### config.mk
export PLATFORM = sky130hd
export DESIGN_NAME = flag_unit
export DESIGN_NICKNAME = d
export VERILOG_FILES = /design/src/rtl/flag_unit.sv
export SDC_FILE = /design/constraint.sdc
export NUM_CORES = 1
export LEC_CHECK = 0
export ABC_AREA = 1
export BUFFER_PORTS_ARGS = -buffer_cell sky130_fd_sc_hd__buf_4
export CELL_PAD_IN_SITES_DETAIL_PLACEMENT = 0
export CELL_PAD_IN_SITES_GLOBAL_PLACEMENT = 1
export CORE_UTILIZATION = 38
export CTS_BUF_LIST = sky130_fd_sc_hd__clkbuf_8
export CTS_CLUSTER_DIAMETER = 150
export DETAILED_ROUTE_END_ITERATION = 16
export GPL_TIMING_DRIVEN = 0
export PLACE_DENSITY = 0.91
export SYNTH_ARGS = -nofsm -noshare
export SYNTH_HDL_FRONTEND = slang
export SYNTH_SLANG_ARGS = --single-unit
### constraint.sdc
create_clock -name clk -period 3.75 [get_ports clk]
set_input_delay 0.375 -clock clk [delete_from_list [all_inputs] [get_ports clk]]
set_output_delay 0.375 -clock clk [all_outputs]
set_load 0.005 [all_outputs]
### src/rtl/flag_unit.sv
module flag_unit #(
  parameter int W = 32
) (
  input  logic         clk,
  input  logic         rst,
  input  logic         valid,
  input  logic         op_test,
  input  logic [1:0]   size,
  input  logic [W-1:0] reg_val,
  input  logic [W-1:0] src_val,
  output logic [4:0]   ccr
);
  localparam int HW = 16;
  localparam int BW = 8;

  logic         x_q;
  logic [3:0]   nzvc_q;
  logic         is_long;
  logic [W-1:0] src_ext;
  logic [W:0]   diff;
  logic         c_n, c_z, c_v, c_c;
  logic         t_n, t_z;
  logic [3:0]   nzvc_d;

  assign is_long = size[1];
  assign src_ext = is_long ? src_val : {{(W-HW){src_val[HW-1]}}, src_val[HW-1:0]};
  assign diff    = {1'b0, reg_val} - {1'b0, src_ext};

  assign c_n = diff[W-1];
  assign c_z = (diff[W-1:0] == '0);
  assign c_c = diff[W];
  assign c_v = (reg_val[W-1] != src_ext[W-1]) && (diff[W-1] != reg_val[W-1]);

  always_comb begin
    case (size)
      2'b00:   begin t_n = reg_val[BW-1]; t_z = (reg_val[BW-1:0] == '0); end
      2'b01:   begin t_n = reg_val[HW-1]; t_z = (reg_val[HW-1:0] == '0); end
      default: begin t_n = reg_val[W-1];  t_z = (reg_val == '0); end
    endcase
  end

  assign nzvc_d = op_test ? {t_n, t_z, 2'b00} : {c_n, c_z, c_v, c_c};

  always_ff @(posedge clk) begin
    if (rst) x_q <= 1'b0;
  end

  always_ff @(posedge clk) begin
    if (rst)        nzvc_q <= '0;
    else if (valid) nzvc_q <= nzvc_d;
  end

  assign ccr = {x_q, nzvc_q};

  p_hold_r2: assert property (@(posedge clk) disable iff (rst)
    !valid |=> $stable(ccr));

  p_long_zero_r3: assert property (@(posedge clk) disable iff (rst)
    (valid && !op_test && size[1]) |=> (ccr[2] == ($past(reg_val) == $past(src_val))));

  p_borrow_r5: assert property (@(posedge clk) disable iff (rst)
    (valid && !op_test && size[1]) |=> (ccr[0] == ($past(reg_val) < $past(src_val))));

  p_test_vc_r8: assert property (@(posedge clk) disable iff (rst)
    (valid && op_test) |=> (ccr[1:0] == 2'b00));

  p_x_kept_r9: assert property (@(posedge clk) disable iff (rst)
    valid |=> $stable(ccr[4]));

  p_zero_src_r10: assert property (@(posedge clk) disable iff (rst)
    (valid && !op_test && src_val == '0) |=> (ccr[1:0] == 2'b00));
endmodule

==> run_results.csv, run 1 <==
group,metric,value,unit
clocking,clk_path_buf_depth,2,
clocking,cts.sinks,4,
timing,setup_tns,0,ns
finish,synthToLayoutAreaGrowth,23.48,%
worst_hold_path,hold_class,"in2reg",
worst_setup_path,worstPathCellList,"buf_4 -> inv_1 -> nor2_1 -> clkbuf_1 -> a21oi_1 -> ha_1 -> nand2_1 -> inv_1 -> a21oi_1 -> nand2_1 -> a21oi_1 -> nand2_1 -> nand2_1 -> nand2_1 -> nor2_1 -> nand3_1 -> nor2_1 -> nand2_1 -> a21oi_2",
floorplanning,initial_core_util,39.30,%
route,ant_nets,0,
floorplanning,die_area,0.008396,mm2
power_and_ir_drop,cellPowerDensity,185.1,mW/mm2
timing,min_period,3.226,ns
route,vias_per_cell,4.722,
global_route,grt_pass1_vias,3705,
global_route,grtUsageTotal,24.07,%
worst_setup_path,arrival,3.38,ns
floorplanning,io_pins,75,
global_route,use_met1,29.97,%
route,dr.pass1.iters,5,
timing,slew_headroom,61.83,%
power_and_ir_drop,p_int,329.1,uW
run,cap_violations,0,
timing,fin_crit_sh,86.02,%
run_status,status,"complete, no violations",
worst_setup_path,path_class,"in2reg",
worst_setup_path,path_depth,19,
global_route,grtUsageMet2,45.36,%
clocking,cts_resized,0,
global_route,grt_max_degree,11,
worst_setup_path,path_common_cell,"nand2_1",
global_route,grt_pass1_wl,16.57,mm
clocking,htreeDepth,1,
worst_setup_path,crit_path_max_incr_delay,0.45,ns
logic_synthesis,netlist_instances,650,
power_and_ir_drop,p_switching,368.8,uW
global_route,grtUsageMet3,0.6633,%
worst_setup_path,crit_family,"simple AND/OR/NAND/NOR gates",
worst_setup_path,cp-start-kind,"input pin",
logic_synthesis,syn_nets,752,
finish,largest_reg_flops,4,
worst_setup_path,worstSetupEndpointType,"register",
timing,rsz0062_at_grt,"no",
timing,hold_viol_final,0,
logic_synthesis,netlist_area,0.003053,mm2
logic_synthesis,synth-seq-area-share,2.623,%
route,num_vias,3910,
global_route,grt.overflow.total,0,
global_route,top_usage_layer,"met2",
clocking,clk_pin_slew,0.04,ns
power_and_ir_drop,swShare,52.84,%
logic_synthesis,synthDistinctLibCells,29,
clocking,cts_setup_buffers,0,
route,drc,0,
worst_setup_path,rr_worst_depth,2,
placement,hpwl,8.627,mm
power_and_ir_drop,seq_power_share,6.7,%
route,wl,9.622,mm
timing,setup_violations,0,
timing,fmax,310.0,MHz
placement,gp_congestion,0.9074,
clocking,cts.hold.buffers_added,0,
finish,antenna_cells,0,
global_route,antenna_found_initial,0,
logic_synthesis,synth.yosys.warnings,0,
logic_synthesis,ys_ff_latch,4,
floorplanning,die_h,91.63,um
worst_setup_path,crit_buf_inv,4,
timing,worst_pin_slew,0.5704,ns
clocking,clk_latency,0.22,ns
route,routedWlPerCell,11.62,um
placement,io_buffer_count,73,
floorplanning,die_w,91.63,um
power_and_ir_drop,ir_worst_vdd,0.06619,mV
logic_synthesis,synth_area_per_cell,4.697,um2
worst_setup_path,required,3.90,ns
power_and_ir_drop,leakage,0.002442,uW
floorplanning,fp.coreArea,0.007767,mm2
route,drt_iter0_drc,144,
placement,dp.cells,825,
finish,fin_nets,830,
finish,top_regs,"nzvc_q: 4 flops",
clocking,clock-root-buffer,"clkbuf_8",
worst_setup_path,cp_max_fo,10,
finish,fin_cells,828,
finish,largest_register,"nzvc_q",
timing,slew_violations,0,
worst_hold_path,holdPathStages,2,
power_and_ir_drop,p_comb_share,80.1,%
finish,drive_above_1_share,12.53,%
power_and_ir_drop,p_clk_share,13.2,%
clocking,cts_buffers,3,
worst_setup_path,cpMaxStageDelayCell,"nor2_1",
clocking,cts_tree,"built",
floorplanning,rows,32,
timing,skew,0,ns
[stage by stage]
step,instance area [um2],setup WS [ns],hold slack [ns],total power [uW],util [%]
floorplan,3053,1.224,0.4441,429.7,-
global placement,3729,0.3839,0.4532,596.8,48.00
detailed placement,3729,0.3663,0.4581,603.9,48.00
CTS,3770,0.5710,0.3410,700.4,48.53
global route,3770,0.07878,0.3537,788.7,48.53
finish,3770,0.5244,0.3444,698.0,48.53
[kinds of logic after synthesis]
group,after synthesis,share of synthesized area (%)
and+or+nand+nor,404,55.16
DFF,4,2.623
adders and majority gates,32,13.11
AOI/OAI and AO/OA,54,9.796
buffers and inverters,155,19.18
other,1,0.1228
[cell usage after synthesis]
cell      instances  area [um2]
nor2_1           56       210.2
nand3_1          41       205.2
and3_1            1       6.260
or2_2             1       6.260
clkbuf_1          3       11.26
nor2_2            5       31.28
nand2_2           4       25.02
dfxtp_1           4       80.08
o21bai_1          4       30.03
a22oi_1           1       7.510
buf_4             1       7.510
a21oi_1          40       200.2
nand3b_1          5       37.54
a41oi_1           1       8.760
and2_1            4       25.02
nand2_1         264       991.0
inv_1           151       566.8
or4_1             1       7.510
or2_0             1       6.260
a21boi_0          1       7.510
a21oi_2           2       17.52
o21ai_0           4       20.02
nor3_2            2       20.02
nor3_1            5       25.02
a211oi_1          1       7.510
ha_1             32       400.4
conb_1            1       3.750
nand4_1           8       50.05
nor4_1            6       37.54
[power groups by stage]
| stage | combinational [uW] | clock, uW | sequential [uW] |
|---|---|---|---|
| after floorplan | 382 | 0 | 47.5 |
| after global placement | 549 | 0 | 47.3 |
| after detailed placement | 557 | 0 | 47.4 |
| after CTS | 559 | 94.3 | 46.8 |
| after global routing | 647 | 94.8 | 47.0 |
| final | 559 | 91.8 | 46.7 |
[metal layers]
layer | vias to the layer above | wire length, um
met5 | - | 0
met4 | 0 | 235
met3 | 12 | 328
met2 | 85 | 4696
met1 | 1674 | 4362
li1 | 2139 | -
[cell type report]
class	instances	area, um2
fill	895	3998
multi-input combinational	491	2387
inverter	151	566.8
timing repair buffer	73	548.0
tap	102	127.6
sequential	4	80.08
clock buffer	3	41.29
buffer	4	18.77
[path summary, 6_finish.rpt]
path	from	to	slack, ns
max	src_val[15]	nzvc_q[2]	0.52
min	rst	nzvc_q[0]	0.34
max reg2reg	nzvc_q[3]	nzvc_q[3]	3.08
min reg2reg	nzvc_q[0]	nzvc_q[0]	0.47
[worst reg2reg max path, cell delays in order, from the launching register on]
cell and delay [ns]:
dfxtp_1 0.30, a22oi_1 0.17, a21oi_1 0.09
[cell usage in the layout, fill, tap and decap left out, types with 5 or more instances in the layout]
cell,count
a21oi_1,40
buf_4,74
ha_1,32
inv_1,151
nand2_1,264
nand3_1,41
nand3b_1,5
nand4_1,8
nor2_1,56
nor2_2,5
nor3_1,5
nor4_1,6
(Power assumes the default switching activity.)
==> run 2: changes to the inputs <==
--- a/config.mk
+++ b/config.mk
@@ -10,10 +10,8 @@
 export CELL_PAD_IN_SITES_DETAIL_PLACEMENT = 0
 export CELL_PAD_IN_SITES_GLOBAL_PLACEMENT = 1
 export CORE_UTILIZATION = 38
-export CTS_BUF_LIST = sky130_fd_sc_hd__clkbuf_8
 export CTS_CLUSTER_DIAMETER = 150
 export DETAILED_ROUTE_END_ITERATION = 16
-export GPL_TIMING_DRIVEN = 0
 export PLACE_DENSITY = 0.91
 export SYNTH_ARGS = -nofsm -noshare
 export SYNTH_HDL_FRONTEND = slang
==> run_results.csv, run 2 (synthesis gave the netlist of run 1 again) <==
group,metric,value,unit
run_status,status,"complete, no violations",
power_and_ir_drop,leakage,0.002438,uW
clocking,clk_path_buf_depth,2,
placement,placed_area,0.003717,mm2
worst_setup_path,path_class,"in2reg",
route,routedWlPerCell,12.56,um
global_route,grtUsageTotal,25.75,%
worst_setup_path,cp-start-kind,"input pin",
clocking,cts.hold.buffers_added,0,
finish,antenna_cells,0,
timing,skew,0,ns
clocking,clk_latency,0.22,ns
route,dr.pass1.iters,5,
clocking,cts_tree,"built",
worst_setup_path,arrival,3.09,ns
finish,drive_above_1_share,12.59,%
worst_setup_path,r2r_end,"nzvc_q[0]",
timing,fin_crit_sh,78.26,%
worst_setup_path,worstSetupEndpointType,"register",
route,wl,10.36,mm
finish,fin_util,48.39,%
floorplanning,die_h,91.63,um
floorplanning,die_area,0.008396,mm2
worst_setup_path,rrSetupSlack,3.06,ns
worst_hold_path,hp-start,"rst",
floorplanning,rows,32,
clocking,clock-root-buffer,"clkbuf_8",
clocking,cts_buffers,3,
route,ant_nets,0,
clocking,cts_resized,0,
timing,hold_viol_final,0,
worst_setup_path,cp_max_fo,21,
route,drt_iter0_drc,186,
placement,io_buffer_count,73,
finish,final_cell_mix,"264 x nand2_1, 151 x inv_1, 74 x buf_4, 56 x nor2_1, 41 x nand3_1",
timing,setup_tns,0,ns
worst_hold_path,hold_end,"nzvc_q[1]",
worst_setup_path,reg2reg_from,"nzvc_q[0]",
finish,nFillCells,906,
finish,largest_register,"nzvc_q",
placement,dp_worst_setup_slack,0.6422,ns
power_and_ir_drop,cellPowerDensity,189.1,mW/mm2
clocking,cts.sinks,4,
floorplanning,fp.coreArea,0.007767,mm2
worst_setup_path,rr_worst_depth,2,
worst_hold_path,holdPathStages,2,
placement,gp_congestion,0.9282,
floorplanning,io_pins,75,
clocking,htreeDepth,1,
global_route,grt.overflow.total,0,
power_and_ir_drop,ir_worst_vdd,0.07453,mV
finish,synthToLayoutAreaGrowth,23.11,%
global_route,grt_pass1_vias,3741,
global_route,grt_pass1_wl,17.48,mm
finish,final_common_cell,"nand2_1",
finish,top_regs,"nzvc_q: 4 flops",
clocking,clk_pin_slew,0.04,ns
floorplanning,initial_core_util,39.30,%
global_route,antenna_found_initial,0,
timing,min_period,2.935,ns
worst_hold_path,hold_class,"in2reg",
timing,rsz0062_at_grt,"no",
timing,slew_violations,0,
finish,largest_reg_flops,4,
timing,setup_violations,0,
timing,setup_slack,0.8151,ns
placement,hpwl,9.186,mm
timing,fmax,340.7,MHz
finish,fin_nets,827,
route,vias_per_cell,4.807,
worst_setup_path,required,3.91,ns
route,drc,0,
run,cap_violations,0,
route,num_vias,3966,
clocking,cts_setup_buffers,0,
global_route,grt_max_degree,22,
floorplanning,die_w,91.63,um
finish,design_area,0.003759,mm2
==> run 2: cell count changes in the layout (fill, tap and decap cells not counted) <==
cell      previous run  this run
clkbuf_1             3         0
==> run 2: final cells by class <==
cell class                      instances  area [um2]  area share, %
Clock buffer                            3       41.29          1.099
Sequential cell                         4       80.08          2.130
Multi-Input combinational cell        491        2387          63.52
Timing Repair Buffer                   74       555.5          14.78
Tap cell                              102       127.6          3.395
Inverter                              151       566.8          15.08
==> run 2: critical path, cell delays in order <==
cell     delay (ns)
buf_4          0.18
nor2_1         0.28
buf_4          0.24
a21oi_1        0.06
ha_1           0.41
nand2_1        0.14
nor2_1         0.31
nand2_1        0.20
nor2_1         0.13
nand2_1        0.14
nand3_1        0.10
nand2_1        0.06
nor2_1         0.12
nand3_1        0.08
nor2_1         0.10
nand2_1        0.07
a21oi_2        0.10
==> run 2: worst max path at each step <==
| stage | depth (start not counted) | end | start | slack (ns) |
|---|---|---|---|---|
| 2_1_floorplan | 14 | nzvc_q[1] | src_val[15] | 1.22 |
| 3_3_place_gp | 18 | nzvc_q[2] | size[1] | 0.59 |
| 3_5_place_dp | 17 | nzvc_q[2] | size[1] | 0.64 |
| 4_1_cts | 17 | nzvc_q[2] | size[1] | 0.85 |
| 5_1_grt | 17 | nzvc_q[2] | size[1] | 0.55 |
| 6_report | 17 | nzvc_q[2] | size[1] | 0.82 |
==> run 2: routing by layer <==
layer  GRT usage (%)  vias up  wire length [um]  part of all wire [%]
met1           33.02     1688              4791                    46
met4           11.51        0               467                   4.5
met5               0        -                 0                     0
met3          0.9121       24               392                   3.8
li1                -     2134                 -                     -
met2           44.67      120              4709                    45
==> run 2: through the flow <==
step | std cells | power (uW) | hold WS (ns)
global placement | 822 | 611.5 | 0.4501
finish | 825 | 710.7 | 0.3315
CTS | 825 | 711.5 | 0.3244
detailed placement | 822 | 611.4 | 0.4584
global route | 825 | 798.9 | 0.3404
floorplan | 650 | 429.7 | 0.4441
==> run 2: report_power, final <==
group / switching [uW] / total (uW) / internal (uW)
combinational: 353 / 568 / 215
sequential: 1.54 / 47.0 / 45.4
clock: 27.0 / 95.9 / 68.9
total: 381 / 711 / 329
